## src/rtl/method_router.sv

```systemverilog
module method_router #(
  parameter int DEPTH = 8,
  parameter int MW = 16,
  parameter int NSUB = 8,
  parameter int EW = 2,
  parameter int DW = 32,
  parameter int FWD_BASE = 'h100,
  localparam int SW = $clog2(NSUB),
  localparam int AW = $clog2(DEPTH),
  localparam int RW = (NSUB * EW > 16) ? NSUB * EW : 16
) (
  input  logic          clk,
  input  logic          rst_n,
  input  logic          cmd_push,
  input  logic [MW-1:0] cmd_method,
  input  logic [SW-1:0] cmd_subch,
  input  logic [DW-1:0] cmd_param,
  output logic          cmd_full,
  input  logic          reg_wr,
  input  logic [1:0]    reg_addr,
  input  logic [RW-1:0] reg_wdata,
  output logic [RW-1:0] reg_rdata,
  output logic          lk_valid,
  input  logic          lk_ready,
  output logic [DW-1:0] lk_handle,
  input  logic          lk_resp_valid,
  input  logic [EW-1:0] lk_resp_engine,
  output logic          eng_valid,
  input  logic          eng_ready,
  output logic [EW-1:0] eng_code,
  output logic [SW-1:0] eng_subch,
  output logic [MW-1:0] eng_method,
  output logic [DW-1:0] eng_param
);
  localparam int ENT = MW + SW + DW;
  localparam logic [AW-1:0] LAST = AW'(DEPTH - 1);
  localparam logic [AW:0] FULLCNT = (AW+1)'(DEPTH);
  localparam logic [1:0] A_CTRL = 2'd0, A_BIND = 2'd1, A_STAT = 2'd2;

  typedef enum logic [1:0] {S_IDLE, S_LREQ, S_LWAIT, S_FWD} state_t;
  state_t state;

  logic [ENT-1:0] mem [DEPTH];
  logic [AW-1:0] wp, rp;
  logic [AW:0] cnt;
  logic pull_q;
  logic [NSUB*EW-1:0] bind_q;
  logic [EW-1:0] last_q;
  logic [SW-1:0] sub_q;

  logic [MW-1:0] hm;
  logic [SW-1:0] hs;
  logic [DW-1:0] hp;
  logic empty, push, pop, is_bind, is_fwd;

  assign {hm, hs, hp} = mem[rp];
  assign empty = (cnt == '0);
  assign cmd_full = (cnt == FULLCNT);
  assign push = cmd_push && !cmd_full;
  assign pop = (state == S_IDLE) && pull_q && !empty;
  assign is_bind = (hm == '0);
  assign is_fwd = (32'(hm) >= FWD_BASE);
  assign lk_valid = (state == S_LREQ);
  assign eng_valid = (state == S_FWD);

  logic unused_bits;
  assign unused_bits = ^reg_wdata[RW-1:1];

  always_comb begin
    reg_rdata = '0;
    case (reg_addr)
      A_CTRL: reg_rdata[0] = pull_q;
      A_BIND: reg_rdata[NSUB*EW-1:0] = bind_q;
      A_STAT: begin
        reg_rdata[0] = empty;
        reg_rdata[8 +: EW] = last_q;
      end
      default: reg_rdata = '0;
    endcase
  end

  always_ff @(posedge clk)
    if (push) mem[wp] <= {cmd_method, cmd_subch, cmd_param};

  always_ff @(posedge clk) begin
    if (!rst_n) begin
      state <= S_IDLE;
      wp <= '0;
      rp <= '0;
      cnt <= '0;
      pull_q <= 1'b0;
      bind_q <= '0;
      last_q <= '0;
      sub_q <= '0;
      lk_handle <= '0;
      eng_code <= '0;
      eng_subch <= '0;
      eng_method <= '0;
      eng_param <= '0;
    end else begin
      if (reg_wr && reg_addr == A_CTRL) pull_q <= reg_wdata[0];
      if (reg_wr && reg_addr == A_BIND) bind_q <= reg_wdata[NSUB*EW-1:0];
      if (push) wp <= (wp == LAST) ? '0 : wp + 1'b1;
      if (pop) rp <= (rp == LAST) ? '0 : rp + 1'b1;
      if (push && !pop) cnt <= cnt + 1'b1;
      else if (pop && !push) cnt <= cnt - 1'b1;
      case (state)
        S_IDLE:
          if (pop) begin
            if (is_bind) begin
              lk_handle <= hp;
              sub_q <= hs;
              state <= S_LREQ;
            end else if (is_fwd) begin
              eng_code <= bind_q[hs*EW +: EW];
              eng_subch <= hs;
              eng_method <= hm;
              eng_param <= hp;
              state <= S_FWD;
            end
          end
        S_LREQ: if (lk_ready) state <= S_LWAIT;
        S_LWAIT:
          if (lk_resp_valid) begin
            bind_q[sub_q*EW +: EW] <= lk_resp_engine;
            last_q <= lk_resp_engine;
            state <= S_IDLE;
          end
        S_FWD: if (eng_ready) state <= S_IDLE;
        default: state <= S_IDLE;
      endcase
    end
  end

  p_no_overflow_r9: assert property (@(posedge clk) disable iff (!rst_n)
    cnt <= FULLCNT);
  p_halt_r1: assert property (@(posedge clk) disable iff (!rst_n)
    !pull_q |=> cnt >= $past(cnt));
  p_lk_hold_r2: assert property (@(posedge clk) disable iff (!rst_n)
    lk_valid && !lk_ready |=> lk_valid && $stable(lk_handle));
  p_lk_stall_r2: assert property (@(posedge clk) disable iff (!rst_n)
    lk_valid |=> cnt >= $past(cnt));
  p_last_r3: assert property (@(posedge clk) disable iff (!rst_n)
    state == S_LWAIT && lk_resp_valid |=> last_q == $past(lk_resp_engine));
  p_fwd_range_r4: assert property (@(posedge clk) disable iff (!rst_n)
    eng_valid |-> 32'(eng_method) >= FWD_BASE);
  p_eng_hold_r5: assert property (@(posedge clk) disable iff (!rst_n)
    eng_valid && !eng_ready |=> eng_valid &&
      $stable({eng_code, eng_subch, eng_method, eng_param}));
endmodule

```

## config.mk

```make
export PLATFORM = sky130hd
export DESIGN_NAME = method_router
export DESIGN_NICKNAME = d
export VERILOG_FILES = /design/src/rtl/method_router.sv
export SDC_FILE = /design/constraint.sdc
export NUM_CORES = 1
export LEC_CHECK = 0
export BUFFER_PORTS_ARGS = -buffer_cell sky130_fd_sc_hd__buf_2
export CAP_MARGIN = 30
export CORE_UTILIZATION = 35
export CTS_BUF_LIST = sky130_fd_sc_hd__clkbuf_4
export DETAILED_ROUTE_END_ITERATION = 7
export MAX_ROUTING_LAYER = met4
export SETUP_SLACK_MARGIN = 0.05
export SKIP_CTS_REPAIR_TIMING = 1
export SLEW_MARGIN = 25
export SYNTH_ARGS = -nofsm -noshare
export SYNTH_HDL_FRONTEND = slang
export SYNTH_SLANG_ARGS = --single-unit
```

## constraint.sdc

```tcl
create_clock -name clk -period 10.28 [get_ports clk]
set_clock_uncertainty 0.2 [all_clocks]
set_input_delay 3.084 -clock clk [delete_from_list [all_inputs] [get_ports clk]]
set_output_delay 3.084 -clock clk [all_outputs]
set_load 0.005 [all_outputs]
```

==> results.txt, run 1 <==
status: complete, no violations
final hold vios: 0
TritonCTS buffer count: 142
post-synthesis async set-or-reset flop share: 0
Max Slew Vio Count: 0
ratio of cells with drive above 1 in the final layout: 0.356
Core Area: 58100 um2
Period minus WS final: 7790 ps
Max-slew headroom: 0.355
#FFs+latches synth: 530
drt wl/cell: 20.2 um
Synth-to-Final Area Change: 17.8%
clk slew on worst S/H paths: 70 ps
register area share after synthesis: 0.707
M3 GR Usage: 0.0600
RSZ-0062 raised after global routing: false
sequential cell area: 14700 um2
1st-iter DRT viols: 726
vias per cell: 5.06
vias in the first global route: 12700
Finished Layout Cells: 2376
startpoint types: input pin
total track usage: 0.169
die height: 246 um
global route hottest layer: met2
Post-Place Cells: 2110
Final #Nets: 1584
IO buf count: 181
DRT Pass-1 Iters: 5
CP Data Required Time: 7000 ps
CP Data Arrival Time: 4510 ps
# H-tree levels: 4
class of the worst hold path: reg -> reg
most common cell after layout, fill and taps aside: edfxtp_1
Worst-Margin Slew: 967 ps
leakage: 8.27 nW
CTS tree: built
fill count: 5343
CP Class: in -> out
IO Pins: 182
area of the multi-input gates: 5780 um2
initial core utilization: 0.357
Yosys cell types: 47
dpl hpwl: 27300 um
via count: 12000
part of the cycle the worst path needs: 0.758
mapped cell area: 20800 um2
Syn. warnings: 0
syn nets: 1321
initial antenna violation count: 12
setup TNS: 0 ps
crit path max fanout: 33
GR Layer Usage met1: 0.206
Top FF cell, synth: edfxtp_1
Detail Route Antenna Nets: 0
syn avg cell area: 17.0 um2
largest net degree at the start of global routing: 72
Bufs on Longest Clock Path: 3
Die Wd: 246 um
total gr overflow: 0
routed wire length: 47900 um
Worst-Skew Late Latency: 940 ps
DRC violations left: 0
Cells after Synth: 1226
Placer Congestion: 0.791
Root Driver: clkbuf_4
Post-synth EDFFs: 408
Die Area: 60400 um2
grt met2 use: 0.257
maximum VDD drop: 96.3 uV
row count: 88
MaxCap Viol Count: 0
Worst setup EP type: output port
clk sinks: 530
Max Clk Rate: 128 MHz
final-report setup violation count: 0
most frequent cells in the layout: edfxtp_1 (408), clkbuf_4 (230), buf_2 (181), dfxtp_1 (119), mux4_2 (108)
first-pass GRT wire length: 73900 um
power per cell area: 197 nW/um2
==> stage by stage <==
step	utilization	power (mW)	setup slack [ps]	hold slack, ps	instance area (um2)
finish	0.421	4.83	2490	276	24500
global route	0.421	5.07	2280	314	24500
CTS	0.421	4.91	2500	279	24500
detailed placement	0.387	2.93	2500	270	22500
global placement	0.387	2.91	2590	268	22500
floorplan	-	2.77	1400	244	20800
==> cells in the mapped netlist, types with 2 or more instances <==
cell type  instances  share of area
nand2_1           45         0.0081
nand2b_1           4         0.0012
nor3_1            12         0.0029
nand3_1           26         0.0063
a22o_1             4         0.0017
a21oi_1           49          0.012
ha_1              16         0.0096
clkbuf_1          43         0.0078
nor4_2             2         0.0012
a21o_1             2        0.00072
edfxtp_1         408           0.59
nand3b_1           3         0.0011
o32ai_1            2        0.00084
inv_1              9         0.0016
dfxtp_1          122           0.12
a211oi_1          50          0.018
nor3b_1            4         0.0014
and3_1            13         0.0039
nor2_1           102          0.018
buf_1              7         0.0013
and2_1            14         0.0042
xnor2_1            2        0.00084
mux4_2           108           0.12
nor4_1             3        0.00090
o21ai_0            6         0.0014
a311oi_1          49          0.021
a22oi_1            2        0.00072
nor2b_1            5         0.0015
or4_1              2        0.00072
mux2i_1           67          0.032
mux2_2             3         0.0016
buf_2             27         0.0065
==> power by group <==
group	switching, mW	internal, mW	total, mW
Sequential	0.0449	2.42	2.47
Combinational	0.244	0.161	0.405
Clock	0.846	1.11	1.96
==> routing by layer <==
metal  routed length [um]  share of wire
met3                 3580          0.075
met4                  843          0.018
met5                    0              0
met2                22700           0.47
met1                20700           0.43
==> layout make-up <==
cell class,count,area share
diodes,10,0.00102
clock buffers,230,0.0705
clock inverters,26,0.00874
inverters,10,0.00163
multi-input cells,607,0.236
flip-flops and latches,530,0.601
well taps,765,0.0391
repair buffers,198,0.0424
==> cell families after synthesis <==
kind of cell | share of synthesized area
AO/OA/AOI/OAI | 0.0586
XOR/XNOR | 0.00126
adder cells (fa/ha/maj) | 0.0106
buffers and inverters | 0.0182
flip-flops | 0.707
multiplexers | 0.151
AND/OR/NAND/NOR | 0.0533
==> registers in the layout, indices dropped and copies added, names as in the netlist, named ones only <==
name        count
bind_q         16
cnt             4
eng_code        2
eng_method     16
eng_param      32
eng_subch       3
last_q          2
lk_handle      32
mem           408
pull_q          1
rp              3
state           2
sub_q           3
wp              3
==> worst max-delay path: stages <==
cell	delay (ps)
buf_2	120
inv_1	80
ha_1	710
a222oi_1	280
nor2_1	120
buf_2	120
==> path summary, 6_finish.rpt <==
| path | from | end | slack [ps] | cells after the start |
|---|---|---|---|---|
| max reg2reg | flop | eng_code[0]$_SDFFE_PN0P_ | 5600 | 7 |
| max | reg_addr[1] | reg_rdata[0] | 2490 | 6 |
| min reg2reg | rp[2]$_SDFFE_PN0P_ | flop | 280 | 2 |
| min | rp[2]$_SDFFE_PN0P_ | flop | 280 | 2 |
Note: power is estimated with default switching activity, not from simulation.
==> run 2, diff against run 1 <==
clock period = 7.8 ns   (was 10.28 ns; I/O delays follow)
==> run 2 against run 1 <==
  * Sequential share of layout area shrank 0.15 points
  * Global-route usage is 0.25 points lower
  * Worst setup slack got worse by 980 ps
  * Clock-buffer cell count shrank 20
  * Power grew 32%
  * Critical path depth unchanged
  * Die area did not move
  * Sequential cell count unchanged
  * Wire length is essentially flat
  * Core utilization rose by 0.11 points
  * Largest cell class unchanged
==> results.txt, run 2 (synthesized netlist as in run 1, its figures left out) <==
initial core utilization: 0.357
vias in the first global route: 12500
Die Area: 60400 um2
CP Class: in -> out
Max-slew headroom: 0.354
IO buf count: 181
DRT Pass-1 Iters: 7
CP Data Arrival Time: 3760 ps
Worst-Margin Slew: 970 ps
IO Pins: 182
clk slew on worst S/H paths: 60 ps
pre-CTS setup slack: 1470 ps
total gr overflow: 0
Worst-Skew Late Latency: 950 ps
DRC violations left: 0
Max Slew Vio Count: 0
most frequent cells in the layout: edfxtp_1 (408), clkbuf_4 (210), buf_2 (181), dfxtp_1 (119), mux4_2 (108)
largest net degree at the start of global routing: 76
fill count: 5347
1st-iter DRT viols: 748
top routing layer in use: met4
class of the worst hold path: reg -> reg
row count: 88
cell mode on critical path: buf_2
die height: 246 um
MaxCap Viol Count: 0
Final #Nets: 1586
Routed met3 length: 3260 um
most common cell after layout, fill and taps aside: edfxtp_1
status: complete, no violations
Die Wd: 246 um
biggest regs: mem x408, eng_param x32, lk_handle x32
clk sinks: 530
Worst path slowest cell: ha_1
DR WL met2: 22800 um
CP peak stage delay: 720 ps
CTS tree: built
via count: 12100
DRT met1 WL: 20700 um
part of the cycle the worst path needs: 0.807
sequential cell area: 14700 um2
setup TNS: 0 ps
leakage: 8.26 nW
Synth-to-Final Area Change: 18.1%
startpoint types: input pin
total track usage: 0.167
Placer Congestion: 0.816
crit path cell chain: buf_2 > inv_1 > ha_1 > a222oi_1 > nor2_1 > buf_2
final-report setup violation count: 0
Largest register FFs: 408
area of the multi-input gates: 5800 um2
most flop-heavy register: mem
Max Clk Rate: 159 MHz
CP Data Required Time: 5260 ps
dpl hpwl: 27400 um
final worst slack: 1500 ps
Detail Route Antenna Nets: 0
Worst setup EP type: output port
routed wire length: 47900 um
first-pass GRT wire length: 72600 um
# H-tree levels: 4
Root Driver: clkbuf_4
crit path max fanout: 33
power per cell area: 259 nW/um2
maximum VDD drop: 119 uV
initial antenna violation count: 10
final hold vios: 0
vias per cell: 5.08
Bufs on Longest Clock Path: 3
RSZ-0062 raised after global routing: false
Period minus WS final: 6300 ps
Core Area: 58100 um2
TritonCTS buffer count: 140
drt wl/cell: 20.1 um
ratio of cells with drive above 1 in the final layout: 0.349
-- run 2: changes by cell type in the layout (fill, tap and decap cells not counted), sizes merged, moves of 3 or more --
cell / before / now
buf: 198 / 201
clkbuf: 230 / 211
clkinv: 15 / 33
clkinvlp: 1 / 4
diode: 10 / 7
inv: 16 / 12
-- run 2: power breakdown --
group	switching, mW	leakage (nW)	internal (mW)
clock	1.15	1.13	1.44
combinational	0.319	2.44	0.215
sequential	0.0595	4.69	3.19
-- run 2: final timing paths --
path / slack, ps / end / startpoint / cells past startpoint
worst min register to register: 280 / flop / rp[2]$_SDFFE_PN0P_ / 2
worst max-delay path: 1500 / reg_rdata[0] / reg_addr[1] / 6
worst min-delay path: 280 / flop / rp[2]$_SDFFE_PN0P_ / 2
worst max register to register: 3290 / eng_method[10]$_SDFFE_PN0P_ / flop / 7
-- run 2: area by class of cell --
type	count	share of cell area
clock buffers	210	0.0642
clock inverters	45	0.0147
inverters	10	0.00163
diodes	7	0.000713
well taps	765	0.0390
multi-input cells	607	0.236
repair buffers	202	0.0445
flip-flops and latches	530	0.599
-- run 2: worst max-delay path: cells and delay by family --
family / cells / cell delay (ps)
AOI/OAI and AO/OA: 1 / 270
adders and majority gates: 1 / 720
buffers and inverters: 3 / 310
and+or+nand+nor: 1 / 120
-- run 2: per-layer routing --
layer,up-vias,GRT usage
li1,5555,-
met1,6077,0.203
met2,341,0.255
met3,86,0.0534
met4,0,0.0701
met5,-,-
-- run 2: through the flow --
| step | hold slack, ps | std cells | utilization | instance area (um2) | total power, mW |
|---|---|---|---|---|---|
| after floorplan | 244 | 1226 | - | 20800 | 3.64 |
| after global placement | 254 | 2111 | 0.388 | 22500 | 3.83 |
| after detailed placement | 265 | 2112 | 0.388 | 22600 | 3.85 |
| after CTS | 275 | 2367 | 0.421 | 24500 | 6.47 |
| after global routing | 297 | 2376 | 0.422 | 24600 | 6.65 |
| final | 281 | 2376 | 0.422 | 24600 | 6.37 |
